`src/rtl/regbank_pkg.sv`:
```
package regbank_pkg;

    typedef enum logic [3:0] {
        POL_RSVD = 4'd0,
        POL_RW   = 4'd1,
        POL_RO   = 4'd2,
        POL_WO   = 4'd3,
        POL_W1C  = 4'd4,
        POL_WAC  = 4'd5,
        POL_RC   = 4'd6,
        POL_LH   = 4'd7,
        POL_LL   = 4'd8,
        POL_SC   = 4'd9,
        POL_SS   = 4'd10
    } policy_e;

    function automatic logic is_readable(input logic [3:0] code);
        return !(code == POL_RSVD || code == POL_WO || code > POL_SS);
    endfunction

endpackage

```
`src/rtl/regbank_decode.sv`:
```
module regbank_decode #(
    parameter int ADDR_W   = 2,
    parameter int NUM_REGS = 4
) (
    input  logic                clk,
    input  logic                rst_n,
    input  logic [ADDR_W-1:0]   addr,
    input  logic                wr_en,
    input  logic                rd_en,
    output logic [NUM_REGS-1:0] wr_hit,
    output logic [NUM_REGS-1:0] rd_hit
);

    always_comb begin
        wr_hit = '0;
        rd_hit = '0;
        for (int r = 0; r < NUM_REGS; r++) begin
            if (addr == ADDR_W'(r)) begin
                wr_hit[r] = wr_en;
                rd_hit[r] = rd_en;
            end
        end
    end

    AST_WR_ONE_TARGET: assert property (@(posedge clk) disable iff (!rst_n)
        wr_en |-> $countones(wr_hit) == 1);
    AST_RD_ONE_TARGET: assert property (@(posedge clk) disable iff (!rst_n)
        rd_en |-> $countones(rd_hit) == 1);
    AST_NO_STRAY_HIT: assert property (@(posedge clk) disable iff (!rst_n)
        !wr_en |-> wr_hit == '0);

endmodule

```
`src/rtl/regbank_bit.sv`:
```
module regbank_bit
    import regbank_pkg::*;
#(
    parameter policy_e POL     = POL_RW,
    parameter logic    RST_VAL = 1'b0,
    parameter logic    EXEMPT  = 1'b0
) (
    input  logic clk,
    input  logic rst_n,
    input  logic sw_rst,
    input  logic wr_hit,
    input  logic rd_hit,
    input  logic wr_bit,
    input  logic hw_bit,
    output logic val
);

    logic val_d, val_q;

    always_comb begin
        val_d = val_q;
        case (POL)
            POL_RW, POL_WO: if (wr_hit) val_d = wr_bit;
            POL_RO:  val_d = hw_bit;
            POL_W1C: val_d = hw_bit | (val_q & ~(wr_hit & wr_bit));
            POL_WAC: val_d = hw_bit | (val_q & ~wr_hit);
            POL_RC:  val_d = hw_bit | (val_q & ~rd_hit);
            POL_LH:  val_d = rd_hit ? hw_bit : (val_q | hw_bit);
            POL_LL:  val_d = rd_hit ? hw_bit : (val_q & hw_bit);
            POL_SC:  val_d = wr_hit & wr_bit;
            POL_SS:  val_d = ~(wr_hit & ~wr_bit);
            default: val_d = 1'b0;
        endcase
        if (sw_rst && !EXEMPT) val_d = RST_VAL;
    end

    always_ff @(posedge clk or negedge rst_n) begin
        if (!rst_n) val_q <= RST_VAL;
        else        val_q <= val_d;
    end

    assign val = val_q;

    logic unused_inputs;
    assign unused_inputs = ^{wr_hit, rd_hit, wr_bit, hw_bit};

    generate
        if (POL == POL_RO) begin : g_ro_chk
            AST_RO_FOLLOWS_HW: assert property (@(posedge clk) disable iff (!rst_n)
                !sw_rst |=> val_q == $past(hw_bit));
        end
        if (POL == POL_W1C) begin : g_w1c_chk
            AST_W1C_ZERO_KEEPS: assert property (@(posedge clk) disable iff (!rst_n)
                (val_q && wr_hit && !wr_bit && !sw_rst) |=> val_q);
        end
        if (POL == POL_RC) begin : g_rc_chk
            AST_RC_WRITE_IGNORED: assert property (@(posedge clk) disable iff (!rst_n)
                (val_q && !rd_hit && !sw_rst) |=> val_q);
        end
        if (POL == POL_LH) begin : g_lh_chk
            AST_LH_HOLDS: assert property (@(posedge clk) disable iff (!rst_n)
                (val_q && !rd_hit && !sw_rst) |=> val_q);
        end
        if (POL == POL_LL) begin : g_ll_chk
            AST_LL_HOLDS: assert property (@(posedge clk) disable iff (!rst_n)
                (!val_q && !rd_hit && !sw_rst) |=> !val_q);
        end
        if (POL == POL_SC) begin : g_sc_chk
            AST_SC_ONE_CYCLE: assert property (@(posedge clk) disable iff (!rst_n)
                (val_q && !(wr_hit && wr_bit)) |=> !val_q);
        end
        if (POL == POL_SS) begin : g_ss_chk
            AST_SS_ONE_CYCLE: assert property (@(posedge clk) disable iff (!rst_n)
                (!val_q && !(wr_hit && !wr_bit)) |=> val_q);
        end
        if (EXEMPT && (POL == POL_RW)) begin : g_ex_chk
            AST_EXEMPT_KEEPS: assert property (@(posedge clk) disable iff (!rst_n)
                (sw_rst && !wr_hit) |=> $stable(val_q));
        end
    endgenerate

endmodule

```
`src/rtl/regbank_readmux.sv`:
```
module regbank_readmux
    import regbank_pkg::*;
#(
    parameter int ADDR_W   = 2,
    parameter int DATA_W   = 8,
    parameter int NUM_REGS = 4,
    parameter logic [NUM_REGS*DATA_W*4-1:0] POLICY = '0
) (
    input  logic                       clk,
    input  logic                       rst_n,
    input  logic [ADDR_W-1:0]          addr,
    input  logic                       rd_en,
    input  logic [NUM_REGS*DATA_W-1:0] bits,
    output logic [DATA_W-1:0]          rd_data
);

    localparam int TOTAL = NUM_REGS * DATA_W;

    logic [TOTAL-1:0]  visible;
    logic [DATA_W-1:0] reg_view [NUM_REGS];

    genvar i;
    generate
        for (i = 0; i < TOTAL; i++) begin : g_mask
            localparam logic READABLE = is_readable(POLICY[i*4 +: 4]);
            assign visible[i] = READABLE & bits[i];
            if (!READABLE) begin : g_hide_chk
                AST_HIDDEN_READS_ZERO: assert property (@(posedge clk) disable iff (!rst_n)
                    (rd_en && addr == ADDR_W'(i / DATA_W)) |-> !rd_data[i % DATA_W]);
            end
        end
        for (i = 0; i < NUM_REGS; i++) begin : g_view
            assign reg_view[i] = visible[i*DATA_W +: DATA_W];
        end
    endgenerate

    always_comb begin
        rd_data = '0;
        if (rd_en) rd_data = reg_view[addr];
    end

    AST_IDLE_READ_ZERO: assert property (@(posedge clk) disable iff (!rst_n)
        !rd_en |-> rd_data == '0);

endmodule

```
`src/rtl/regbank_top.sv`:
```
module regbank_top
    import regbank_pkg::*;
#(
    parameter int ADDR_W = 2,
    parameter int DATA_W = 8,
    parameter logic [(2**ADDR_W)*DATA_W*4-1:0] POLICY =
        128'h88776666_55554444_00002222_A9331111,
    parameter logic [(2**ADDR_W)*DATA_W-1:0] RESET_VAL = 32'hC000_0080,
    parameter logic [(2**ADDR_W)*DATA_W-1:0] SW_EXEMPT = 32'h0000_000C
) (
    input  logic                           clk,
    input  logic                           rst_n,
    input  logic                           sw_rst,
    input  logic [ADDR_W-1:0]              addr,
    input  logic                           wr_en,
    input  logic [DATA_W-1:0]              wr_data,
    input  logic                           rd_en,
    output logic [DATA_W-1:0]              rd_data,
    input  logic [(2**ADDR_W)*DATA_W-1:0]  hw_in,
    output logic [(2**ADDR_W)*DATA_W-1:0]  ctrl_out
);

    localparam int NUM_REGS = 2 ** ADDR_W;
    localparam int TOTAL    = NUM_REGS * DATA_W;

    logic [NUM_REGS-1:0] wr_hit, rd_hit;
    logic [TOTAL-1:0]    bits_q;

    regbank_decode #(.ADDR_W(ADDR_W), .NUM_REGS(NUM_REGS)) u_decode (
        .clk    (clk),
        .rst_n  (rst_n),
        .addr   (addr),
        .wr_en  (wr_en),
        .rd_en  (rd_en),
        .wr_hit (wr_hit),
        .rd_hit (rd_hit)
    );

    genvar i;
    generate
        for (i = 0; i < TOTAL; i++) begin : g_bit
            regbank_bit #(
                .POL     (policy_e'(POLICY[i*4 +: 4])),
                .RST_VAL (RESET_VAL[i]),
                .EXEMPT  (SW_EXEMPT[i])
            ) u_bit (
                .clk    (clk),
                .rst_n  (rst_n),
                .sw_rst (sw_rst),
                .wr_hit (wr_hit[i / DATA_W]),
                .rd_hit (rd_hit[i / DATA_W]),
                .wr_bit (wr_data[i % DATA_W]),
                .hw_bit (hw_in[i]),
                .val    (bits_q[i])
            );
        end
    endgenerate

    regbank_readmux #(
        .ADDR_W   (ADDR_W),
        .DATA_W   (DATA_W),
        .NUM_REGS (NUM_REGS),
        .POLICY   (POLICY)
    ) u_readmux (
        .clk     (clk),
        .rst_n   (rst_n),
        .addr    (addr),
        .rd_en   (rd_en),
        .bits    (bits_q),
        .rd_data (rd_data)
    );

    assign ctrl_out = bits_q;

    AST_HW_RESET_IMAGE: assert property (@(posedge clk)
        $rose(rst_n) |-> ctrl_out == RESET_VAL);

endmodule

```
`config.mk`:
```
export PLATFORM = sky130hd
export DESIGN_NAME = regbank_top
export DESIGN_NICKNAME = d
export VERILOG_FILES = /design/src/rtl/regbank_pkg.sv /design/src/rtl/regbank_decode.sv /design/src/rtl/regbank_bit.sv /design/src/rtl/regbank_readmux.sv /design/src/rtl/regbank_top.sv
export SDC_FILE = /design/constraint.sdc
export NUM_CORES = 1
export LEC_CHECK = 0
export BUFFER_PORTS_ARGS = -buffer_cell sky130_fd_sc_hd__buf_4
export CAP_MARGIN = 20
export CORE_UTILIZATION = 40
export CTS_BUF_LIST = sky130_fd_sc_hd__clkbuf_4 sky130_fd_sc_hd__clkbuf_8
export CTS_CLUSTER_SIZE = 20
export DETAILED_ROUTE_END_ITERATION = 6
export PLACE_DENSITY = 0.87
export SLEW_MARGIN = 20
export SYNTH_ARGS = -nofsm -noshare
export SYNTH_HDL_FRONTEND = slang
export SYNTH_HIERARCHICAL = 1
export SYNTH_SLANG_ARGS = --single-unit
```
`constraint.sdc`:
```
create_clock -name clk -period 0.9 [get_ports clk]
set_input_delay 0.225 -clock clk [delete_from_list [all_inputs] [get_ports clk]]
set_output_delay 0.225 -clock clk [all_outputs]
set_load 0.02 [all_outputs]
```
Yosys cells after proc, flatten, opt, wreduce, memory -nomap -nowiden
Index checks and enable logic that the tools add are counted.
- word-level logic and storage cells: 117
- output and inout port bits: 40
- bits of input ports: 47
- flip-flop bits (word level): 28
- $lt $le $gt $ge: 1
- bitwise operators: 43
- reductions and logical operators: 2
- eq/ne operators: 2
- multiplexer cells: 41
- operator list (operator ; count):
    $mux 1 ; 37
    $mux 8 ; 3
    $and 1x1->1 ; 20
    $bmux 8 s2 ; 1
    $or 1x1->1 ; 14
    $not 1->1 ; 8
    $eq 2x2->1 const B ; 2
    $ge 3x3->1 const B ; 1
    $not 2->3 ; 1
    $logic_not 2->1 ; 1
    $reduce_bool 2->1 ; 1

Logic depth before layout (Yosys ltp)
Gate-level depths: netlist of the first run.
- depth after elaboration: 7
- gate-level depth with buffers: 4
- depth with buffers taken out: 3

By module
The synthesis of the first run kept the hierarchy.
- modules (own cells, without submodules) (module ; area an instance (µm²) ; cells each ; times used):
    regbank_bit (g_bit[20].u_bit ...) ; 43.8 ; 4 ; 10
    regbank_readmux ; 232.7 ; 28 ; 1
    regbank_bit (g_bit[16].u_bit ...) ; 41.3 ; 4 ; 4
    regbank_bit (g_bit[0].u_bit ...) ; 38.8 ; 3 ; 4
    regbank_bit (g_bit[10].u_bit ...) ; 38.8 ; 2 ; 4
    regbank_bit (g_bit[2].u_bit ...) ; 40.0 ; 2 ; 2
    regbank_bit (g_bit[30].u_bit ...) ; 37.5 ; 3 ; 2
    regbank_decode ; 62.6 ; 8 ; 1
    regbank_bit (g_bit[12].u_bit ...) ; 11.3 ; 2 ; 4
    regbank_bit (g_bit[7].u_bit) ; 35.0 ; 2 ; 1
    regbank_bit (g_bit[6].u_bit) ; 33.8 ; 2 ; 1

Worst setup path before layout of the first run
Ideal clock, no wire load.
- path type: input to register
- from: input port addr[1]
- to: register g_bit[7].u_bit.val_q
- stages: 2
- buffers on the path: 0
- setup slack: -621 ps
- arrival: 1433 ps
- path through: nor3b_1 or3b_1
- longest elaborated chain between the ends: 5
- RTL lines (what ; line ; source):
    from (decl) ; regbank_top.sv:14 ; input logic [ADDR_W-1:0] addr,
    $logic_not 2->1 ; regbank_decode.sv:18 ; if (addr == ADDR_W'(r)) begin
    $mux 1 ; regbank_decode.sv:18 ;
    $and 1x1->1 ; regbank_bit.sv:31 ; POL_SS: val_d = ~(wr_hit & ~wr_bit);
    $not 1->1 ; regbank_bit.sv:31 ;
    $mux 1 ; regbank_bit.sv:34 ; if (sw_rst && !EXEMPT) val_d = RST_VAL;
    named net g_bit[7].u_bit.val_d ; regbank_bit.sv:18 ; logic val_d, val_q;
    to (signal assigned) ; regbank_bit.sv:39 ; else val_q <= val_d;
    to (decl) ; regbank_bit.sv:18 ;
The timed path passes the listed nets, and every way through them passes these cells.
A chain may end at the register's enable or synchronous reset.

Worst setup path in the final report of the first run
- from: register g_bit[18].u_bit.val_q
- to: output port rd_data[2]
- longest elaborated chain between the ends: 4
- RTL lines (what ; line ; source):
    from (decl) ; regbank_bit.sv:18 ;
    from (signal assigned) ; regbank_bit.sv:39 ;
    $bmux 8 s2 ; regbank_readmux.sv:39 ; if (rd_en) rd_data = reg_view[addr];
    $mux 8 (implied by the code) (2 in series) ; regbank_readmux.sv:39 ;
    $mux 8 ; regbank_readmux.sv:39 ;
    to (decl) ; regbank_top.sv:18 ; output logic [DATA_W-1:0] rd_data,
Every way passes these cells. The select of a mux whose other input is x is not followed.

==> summary.md, run 1 <==
| Metric | Value |
|---|---|
| Commonest non-fill, non-tap cell in the layout | `buf_6` |
| Max FO, Critical Path | `2` |
| Endpoints failing setup | `41` |
| RePlAce Congestion | `0.717` |
| Worst Setup Slack post-DPL | `-0.351 ns` |
| Antenna viol nets, final | `0` |
| # rows | `21` |
| Total GRT Usage | `23.2%` |
| Cells after DPL | `265` |
| Clock sinks | `28` |
| WL per Instance | `16.3 microns` |
| Routed wire length | `4.54 mm` |
| Cell chain of the critical path | `mux2i_2 > o22ai_2 > buf_6` |
| Upper clock frequency limit | `0.669 GHz` |
| Final setup margin | `-0.594 ns` |
| Die width | `62.0 microns` |
| Crit end category | `output port` |
| Cells after Synth | `129` |
| Post-DP HPWL | `2.77 mm` |
| Clk_skew | `0 ns` |
| Num CTS Buffers | `3` |
| DRT Pass-1 Iters | `4` |
| Hold Crit Class | `primary input to register` |
| Cell area after layout | `0.00265 sq mm` |
| Critical Path AT | `1.27 ns` |
| CTS Buffer Depth | `2` |
| Clk pwr share | `19.7%` |
| Maxcap violations | `0` |
| Syn Nets | `176` |
| Status | `finished with violations` |
| Internal power | `0.00226 W` |
| Vias in the first global route | `1361` |
| Crit path max-delay family | `flip-flops` |
| Ant diodes | `0` |
| Flop pwr share | `43.7%` |
| Failing checks | `negative setup slack` |
| Synthesized area | `0.00144 sq mm` |
| Clk Latency, worst-skew pair | `0.34 ns` |
| Hold_ws | `0.0621 ns` |
| Net switching power | `0.000999 W` |
| Initial Util | `42.4%` |
| P_leak | `1.29 nW` |
| Non-Filler Instances | `278` |
| Startpoint types | `register` |
| GRT Residual Overflow | `0` |
| Most frequent cells in the layout | `64 x buf_6, 39 x buf_4, 20 x dfrtp_1` |
| Slowest CP cell | `dfrtp_1` |
| Area of the die | `0.00384 sq mm` |
| Area post-placement | `0.00226 sq mm` |
| Clock transition at the registers of the reported paths | `0.15 ns` |
| Yosys warning count | `6` |
| Io pins | `87` |
| IO buf count | `70` |
| Max reg flops | `28` |
| Worst Path Buf+Inv | `1` |
| DR DRC count | `0` |
| Vias | `1332` |
| Synth-to-Final Area Change | `84.4%` |
| Largest net degree at the start of global routing | `29` |
| CP required | `0.67 ns` |
| Initial antenna violation count | `0` |
| Final worst path period share | `166%` |
| Initial DRC Count | `36` |
| Critical path class | `register to output port` |
| Die H | `62.0 microns` |
| Clock tree from TritonCTS | `yes` |
| Global-route wire length before repair | `6.27 mm` |
| RSZ-0062 raised after global routing | `true` |
| Fraction of layout cells with a size suffix above 1 | `67.2%` |
| Vias per inst | `4.79` |
| Syn_area_per_cell | `11.1 sq um` |
| Htree depth | `1` |
| Max-slew violations | `0` |
| Core area | `0.00339 sq mm` |
| Comb power frac | `36.5%` |
| PwrDens | `1230 mW/mm^2` |
| Post-layout min period | `1.49 ns` |
| CTS root buf | `clkbuf_4` |
| Hold Fails Final Rpt | `0` |
| Worst vdd ir | `667 uV` |
| Switching Fraction | `30.6%` |
| Nets | `280` |
| Critical path's largest stage delay | `0.45 ns` |
-- path summary, 6_finish.rpt --
check	startpoint	to	cells past startpoint	slack (ns)
hold reg to reg	g_bit[4].u_bit/val	g_bit[4].u_bit/val	2	0.60
min in group asynchronous	rst_n	g_bit[9].u_bit/val	2	0.31
max in group asynchronous	rst_n	g_bit[7].u_bit/val	2	0.27
setup reg to reg	g_bit[2].u_bit/val	g_bit[2].u_bit/val	3	-0.12
setup / recovery	g_bit[18].u_bit/val	rd_data[2]	3	-0.59
hold / removal	wr_data[0]	g_bit[16].u_bit/val	2	0.06
-- per-layer routing --
layer,wire [microns],part of all wire [%],track usage [%],vias to the layer above
met5,0,0,0,-
met1,1770,39,28.1,641
met3,240,5.3,4.35,8
met4,96,2.1,8.89,0
li1,-,-,-,634
met2,2440,54,40.6,49
-- worst reg2reg max path: stages, from the launching register on --
cell and delay, ns:
dfrtp_1 0.43, buf_6 0.13, buf_6 0.10, mux2_4 0.26
-- repair_timing --
action | CTS | global route
pin swaps | 4 | 6
gates cloned | 0 | 0
setup endpoints to repair | 36 | 47
setup buffers | 4 | 16
hold endpoints to repair | 25 | 0
gates resized for setup | 57 | 28
hold buffers | 1 | 0
-- power by group through the flow --
stage | Sequential, W | Clock [W] | Combinational [W]
2_1_floorplan | 0.00154 | 0 | 0.000337
3_3_place_gp | 0.00142 | 0 | 0.000936
3_5_place_dp | 0.00142 | 0 | 0.000947
4_1_cts | 0.00141 | 0.000652 | 0.00109
5_1_grt | 0.00143 | 0.000718 | 0.00127
6_report | 0.00143 | 0.000644 | 0.00119
-- final cells by class --
| class | count | area, sq um |
|---|---|---|
| timing repair buffer | 106 | 1060 |
| fill | 198 | 738 |
| multi-input combinational | 80 | 731 |
| sequential | 28 | 711 |
| tap | 46 | 57.6 |
| inverter | 14 | 52.6 |
| clock buffer | 4 | 36.3 |
-- per-stage QoR --
step	setup TNS (ns)	power [W]	utilization [%]
floorplan	-1.97	0.00187	-
global placement	-9.12	0.00236	66.6
detailed placement	-9.49	0.00237	66.6
CTS	-13.69	0.00315	74.5
global route	-16.35	0.00342	78.2
finish	-14.45	0.00326	78.2
Note: power is estimated with default switching activity, not from simulation.
==> run 2, diff against run 1 <==
--- a/config.mk
+++ b/config.mk
@@ -7,13 +7,13 @@
 export LEC_CHECK = 0
 export BUFFER_PORTS_ARGS = -buffer_cell sky130_fd_sc_hd__buf_4
 export CAP_MARGIN = 20
-export CORE_UTILIZATION = 40
+export CORE_UTILIZATION = 42
 export CTS_BUF_LIST = sky130_fd_sc_hd__clkbuf_4 sky130_fd_sc_hd__clkbuf_8
 export CTS_CLUSTER_SIZE = 20
 export DETAILED_ROUTE_END_ITERATION = 6
-export PLACE_DENSITY = 0.87
+export HOLD_SLACK_MARGIN = 0.12
+export PLACE_DENSITY = 0.88
 export SLEW_MARGIN = 20
 export SYNTH_ARGS = -nofsm -noshare
 export SYNTH_HDL_FRONTEND = slang
-export SYNTH_HIERARCHICAL = 1
 export SYNTH_SLANG_ARGS = --single-unit
==> summary.md, run 2 <==
| Metric | Value |
|---|---|
| Status | `finished with violations` |
| Failing checks | `negative setup slack` |
| Post-synth EDFFs | `0` |
| Die H | `64.8 microns` |
| Core area | `0.00372 sq mm` |
| Most frequent cells in the layout | `61 x buf_6, 47 x buf_4, 25 x dfrtp_1` |
| Filler Cell Count | `248` |
| Critical path class | `register to output port` |
| Cells after Synth | `165` |
| Hold Crit Class | `primary input to register` |
| Multi-input gate area in the final layout | `860 sq um` |
| PwrDens | `1250 mW/mm^2` |
| # rows | `22` |
| Vias in the first global route | `1461` |
| GRT Residual Overflow | `0` |
| Setup TNS | `-11.56 ns` |
| Total GRT Usage | `22.5%` |
| Synth-to-Final Area Change | `67.4%` |
| CP required | `0.67 ns` |
| Flop pwr share | `41.7%` |
| WL per Instance | `15.5 microns` |
| P_leak | `1.31 nW` |
| Routed wire length | `4.48 mm` |
| Global-route wire length before repair | `7.07 mm` |
| Clock tree from TritonCTS | `yes` |
| Post-layout min period | `1.52 ns` |
| Hold_ws | `0.142 ns` |
| Ranking of synthesized cells by area | `dfrtp_1 38%, buf_4 15%, mux2i_1 8.5%, nand2b_1 4.9%, dfstp_2 4.8%` |
| Htree depth | `1` |
| Most used flip-flop cell after synthesis | `dfrtp_1` |
| Startpoint types | `register` |
| Synthesized flop and latch total | `28` |
| Cell with the most instances after synthesis | `buf_4` |
| Internal power | `0.00242 W` |
| Io pins | `87` |
| Endpoints failing setup | `38` |
| Fraction of layout cells with a size suffix above 1 | `62.2%` |
| Die width | `64.8 microns` |
| Initial DRC Count | `66` |
| Async SR Flop Fraction | `100%` |
| Vias | `1447` |
| Max FO, Critical Path | `2` |
| Net switching power | `0.00105 W` |
| Antenna viol nets, final | `0` |
| Crit end category | `output port` |
| RePlAce Congestion | `0.762` |
| CTS root buf | `clkbuf_8` |
| Initial antenna violation count | `0` |
| Clk_skew | `0 ns` |
| Area of the die | `0.00420 sq mm` |
| Worst vdd ir | `782 uV` |
| DRT Pass-1 Iters | `7` |
| IO buf count | `70` |
| Vias per inst | `5.01` |
| Max-slew violations | `0` |
| Synth top area share | `37.8%` |
| Sequential-to-total area share from yosys stat | `42.5%` |
| Final setup margin | `-0.625 ns` |
| Num CTS Buffers | `3` |
| Maxcap violations | `0` |
| DR DRC count | `0` |
| Dominant cell type by area after synthesis | `dfrtp_1` |
| Synthesized area | `0.00166 sq mm` |
| Post-DP HPWL | `3.10 mm` |
| Switching Fraction | `30.2%` |
| Clk Latency, worst-skew pair | `0.27 ns` |
| Max reg flops | `28` |
| Tot Pwr | `0.00347 W` |
| Critical Path AT | `1.30 ns` |
| Clock transition at the registers of the reported paths | `0.10 ns` |
| Clk pwr share | `21.4%` |
| Clock sinks | `28` |
| CTS Buffer Depth | `2` |
| Register Area | `704 sq um` |
| Initial Util | `44.6%` |
| Top cells by count, synth | `33 x buf_4, 25 x dfrtp_1, 14 x mux2i_1` |
| Largest net degree at the start of global routing | `29` |
| Ant diodes | `0` |
| RSZ-0062 raised after global routing | `true` |
| Netlist cell types | `25` |
| Comb power frac | `36.9%` |
| Final worst path period share | `169%` |
| Syn_area_per_cell | `10.0 sq um` |
| Hold Fails Final Rpt | `0` |
| Commonest non-fill, non-tap cell in the layout | `buf_6` |
| Upper clock frequency limit | `0.656 GHz` |
| Nets | `289` |
| Yosys warning count | `0` |
[run 2: cell families (layout without fill, tap and decap cells)]
kind of cell / count (synthesis) / after routing / synth area share [%]
AO/OA/AOI/OAI: 20 / 20 / 8.76
multiplexers: 18 / 18 / 11.2
other: 1 / 4 / 0.226
AND/OR/NAND/NOR: 49 / 49 / 18.2
flip-flops: 28 / 28 / 42.5
buffers and inverters: 49 / 122 / 19.1
[run 2: routing by layer]
layer,up-vias,wire (microns),share of wire (%),global-route usage (%)
li1,680,-,-,-
met3,6,232,5.2,3.17
met5,-,0,0,0
met2,54,2440,55,41.5
met4,0,57,1.3,5.00
met1,707,1750,39,27.3
[run 2: final cells by class]
| class | instances | area share, % |
|---|---|---|
| inverter | 8 | 1.08 |
| clock buffer | 4 | 1.76 |
| tap | 48 | 2.17 |
| multi-input combinational | 91 | 31.0 |
| sequential | 28 | 25.4 |
| timing repair buffer | 110 | 38.6 |
[run 2: stage by stage]
| step | instance area, sq um | setup slack [ns] | std cells | utilization (%) |
|---|---|---|---|---|
| after floorplan | 1870 | -0.262 | 168 | - |
| after global placement | 2410 | -0.437 | 280 | 64.9 |
| after CTS | 2720 | -0.618 | 287 | 73.1 |
| after detailed placement | 2410 | -0.451 | 280 | 64.9 |
| final | 2770 | -0.625 | 289 | 74.6 |
| after global routing | 2770 | -0.650 | 289 | 74.6 |
[run 2: repair_timing]
| action | in CTS | in global routing |
|---|---|---|
| cloned | 0 | 0 |
| gates resized for setup | 60 | 22 |
| pin swaps | 4 | 6 |
| endpoints found under the setup margin | 43 | 45 |
| hold buffers | 1 | 0 |
| setup buffers | 5 | 14 |
| endpoints found under the hold margin | 25 | 0 |
[run 2: path summary, 6_finish.rpt]
check,cells after the start,endpoint,slack [ns],startpoint
worst max-delay path,3,rd_data[6],-0.62,g_bit[6].u_bit.val
worst min-delay path,2,g_bit[19].u_bit.val,0.14,wr_data[3]
worst max register to register,3,g_bit[2].u_bit.val,-0.11,g_bit[2].u_bit.val
worst min register to register,2,g_bit[5].u_bit.val,0.58,g_bit[5].u_bit.val
max in group asynchronous,2,g_bit[30].u_bit.val,0.18,rst_n
min in group asynchronous,2,g_bit[8].u_bit.val,0.40,rst_n
[run 2: power groups by stage]
| stage | Sequential, W | Clock, W | Combinational [W] |
|---|---|---|---|
| after floorplan | 0.00144 | 0 | 0.000686 |
| after global placement | 0.00144 | 0 | 0.00105 |
| after detailed placement | 0.00145 | 0 | 0.00108 |
| after CTS | 0.00144 | 0.000758 | 0.00123 |
| after global routing | 0.00146 | 0.000813 | 0.00137 |
| final | 0.00145 | 0.000744 | 0.00128 |
[run 2: worst max-delay path: stages, from the launching register on]
cell	delay, ns
dfrtp_1	0.40
mux2_4	0.28
o211a_4	0.23
buf_6	0.13
==> run 3, diff against run 2 <==
--- a/config.mk
+++ b/config.mk
@@ -5,14 +5,15 @@
 export SDC_FILE = /design/constraint.sdc
 export NUM_CORES = 1
 export LEC_CHECK = 0
+export ABC_AREA = 1
 export BUFFER_PORTS_ARGS = -buffer_cell sky130_fd_sc_hd__buf_4
 export CAP_MARGIN = 20
-export CORE_UTILIZATION = 42
+export CORE_UTILIZATION = 46
 export CTS_BUF_LIST = sky130_fd_sc_hd__clkbuf_4 sky130_fd_sc_hd__clkbuf_8
 export CTS_CLUSTER_SIZE = 20
 export DETAILED_ROUTE_END_ITERATION = 6
 export HOLD_SLACK_MARGIN = 0.12
-export PLACE_DENSITY = 0.88
+export PLACE_DENSITY = 0.92
 export SLEW_MARGIN = 20
 export SYNTH_ARGS = -nofsm -noshare
 export SYNTH_HDL_FRONTEND = slang
==> constraint.sdc (replaced) <==
create_clock -name clk -period 1.7 [get_ports clk]
set_input_delay 0.425 -clock clk [delete_from_list [all_inputs] [get_ports clk]]
set_output_delay 0.425 -clock clk [all_outputs]
set_load 0.02 [all_outputs]
==> summary.md, run 3 <==
| Metric | Value |
|---|---|
| Status | `complete, no violations` |
| CTS Buffer Depth | `2` |
| CTS root buf | `clkbuf_4` |
| Core area | `0.00336 sq mm` |
| Dominant cell type by area after synthesis | `dfrtp_1` |
| Initial antenna violation count | `0` |
| Met3 Resource Use GR | `3.15%` |
| Synth-to-Final Area Change | `29.5%` |
| Top cells by count, synth | `54 x nand2_1, 32 x buf_4, 26 x inv_1` |
| Hold_ws | `0.275 ns` |
| Clk pwr share | `20.0%` |
| Die width | `61.5 microns` |
| Hold Fails Final Rpt | `0` |
| WL per Instance | `11.8 microns` |
| Clock sinks | `28` |
| Switching Fraction | `30.5%` |
| Max-slew violations | `0` |
| Clk Latency, worst-skew pair | `0.32 ns` |
| RSZ-0062 raised after global routing | `true` |
| Critical path class | `register to output port` |
| Cells after Synth | `207` |
| Startpoint types | `register` |
| Htree depth | `1` |
| Die H | `61.5 microns` |
| Slowest CP cell | `dfstp_2` |
| Worst Hold Launch | `wr_data[7]` |
| Max reg flops | `28` |
| Ranking of synthesized cells by area | `dfrtp_1 38%, buf_4 15%, nand2_1 12%, a21oi_1 6.1%, inv_1 6.0%` |
| Max FO, Critical Path | `2` |
| Io pins | `87` |
| Ant diodes | `0` |
| Vias per inst | `4.63` |
| M2 GR Usage | `33.9%` |
| Antenna viol nets, final | `0` |
| Cell with the most instances after synthesis | `nand2_1` |
| Critical Path AT | `1.23 ns` |
| Async SR Flop Fraction | `100%` |
| Tot Pwr | `0.00145 W` |
| Fraction of layout cells with a size suffix above 1 | `42.5%` |
| Setup TNS | `0 ns` |
| Largest net degree at the start of global routing | `29` |
| Clk_skew | `0 ns` |
| GRT Residual Overflow | `0` |
| Vias | `1411` |
| Netlist cell types | `22` |
| Internal power | `0.00101 W` |
| Clock transition at the registers of the reported paths | `0.14 ns` |
| Syn_area_per_cell | `7.88 sq um` |
| Yosys warning count | `0` |
| Total GRT Usage | `19.8%` |
| Vias in the first global route | `1351` |
| RePlAce Congestion | `0.860` |
| Routed wire length | `3.60 mm` |
| Global-route wire length before repair | `5.51 mm` |
| Most used routing layer | `met2` |
| Synthesized area | `0.00163 sq mm` |
| Nets | `307` |
| Num CTS Buffers | `3` |
| Clock tree from TritonCTS | `yes` |
| Upper clock frequency limit | `0.603 GHz` |
| Critical path origin | `g_bit[7].u_bit.val` |
| Area of the die | `0.00379 sq mm` |
| Post-DP HPWL | `2.79 mm` |
| Synthesized flop and latch total | `28` |
| IO buf count | `70` |
| Top cell by count, worst path | `nand2_2` |
| Reg-to-Reg Start | `g_bit[25].u_bit.val` |
| DRT Pass-1 Iters | `4` |
| Synth top area share | `38.4%` |
| # rows | `21` |
| Net switching power | `0.000442 W` |
| Filler Cell Count | `318` |
| Critical path's largest stage delay | `0.57 ns` |
| PwrDens | `687 mW/mm^2` |
| Sequential-to-total area share from yosys stat | `43.2%` |
| Final worst path period share | `97.6%` |
| CP required | `1.27 ns` |
| Maxcap violations | `0` |
| Endpoints failing setup | `0` |
| Most frequent cells in the layout | `77 x buf_4, 49 x nand2_1, 25 x dfrtp_1` |
| Initial DRC Count | `40` |
| Worst vdd ir | `367 uV` |
| Most used flip-flop cell after synthesis | `dfrtp_1` |
| Commonest non-fill, non-tap cell in the layout | `buf_4` |
| Initial Util | `48.5%` |
| Global Route met1 Usage | `24.9%` |
| Post-synth EDFFs | `0` |
| Hold Crit Class | `primary input to register` |
| Crit end category | `output port` |
| Comb power frac | `29.0%` |
| DR DRC count | `0` |
| Cell chain of the critical path | `nand2_2 > nand3_2 > nand2_2 > inv_2 > buf_6` |
| Post-layout min period | `1.66 ns` |
| P_leak | `1.18 nW` |
| Flop pwr share | `51.1%` |
==> run 3: changes by cell type in the layout (fill, tap and decap cells not counted), moves of 8 or more <==
cell | before | now
nand3_1 | 0 | 8
buf_4 | 47 | 77
nand2_1 | 2 | 49
nand2b_1 | 12 | 0
a21oi_1 | 1 | 18
buf_6 | 61 | 4
inv_1 | 8 | 23
==> run 3: what timing repair did <==
item                                    in CTS  in global routing
pin swaps                                    0                  9
endpoints found under the hold margin       25                  0
gates resized for setup                      0                 16
hold buffers                                 1                  0
cloned                                       0                  0
setup buffers                                2                  6
endpoints found under the setup margin       2                  6
==> run 3: cell type report <==
cell class                 instances  area, sq um  area share (%)
sequential                        28          704            33.4
timing repair buffer              82          633            30.0
multi-input combinational        117          574            27.2
inverter                          28          113            5.33
tap                               46         57.6            2.73
clock buffer                       4         30.0            1.42
==> run 3: stage by stage <==
stage	cells	cell area (sq um)	util (%)	setup WS, ns
finish	305	2110	62.8	0.0404
global route	305	2110	62.8	-0.0396
CTS	299	2020	60.0	0.00119
detailed placement	292	1960	58.4	0.00317
global placement	292	1960	58.4	0.00742
floorplan	210	1640	-	0.173
==> run 3: cell families after synthesis <==
| family | Yosys count | synth area share, % |
|---|---|---|
| AOI/OAI and AO/OA | 24 | 7.37 |
| buffers and inverters | 65 | 24.1 |
| DFF | 28 | 43.2 |
| other | 1 | 0.230 |
| and+or+nand+nor | 89 | 25.1 |
==> run 3: worst max-delay path, delay by kind of cell (launching register included) <==
kind	cells	cell delay, ns
flops	1	0.57
buf+inv	2	0.17
simple gates	3	0.19
==> run 3: final timing paths <==
kind	to	slack, ns	depth (start not counted)
worst min register to register	g_bit[3].u_bit.val	0.55	2
worst max register to register	g_bit[25].u_bit.val	0.86	3
min in group asynchronous	g_bit[21].u_bit.val	0.54	2
worst max-delay path	rd_data[7]	0.04	5
worst min-delay path	g_bit[7].u_bit.val	0.27	3
max in group asynchronous	g_bit[30].u_bit.val	0.86	2
==> run 3: per-layer routing <==
layer  part of all wire [%]  vias to the layer above
li1                       -                      705
met1                     41                      645
met2                     52                       55
met3                    6.2                        6
met4                    1.2                        0
met5                      0                        -
==> run 3: power groups by stage <==
stage	combinational, W	clock (W)	sequential (W)
detailed placement	0.000386	0	0.000756
global route	0.000462	0.000334	0.000747
global placement	0.000380	0	0.000756
CTS	0.000394	0.000305	0.000742
floorplan	0.000271	0	0.000746
finish	0.000420	0.000289	0.000741
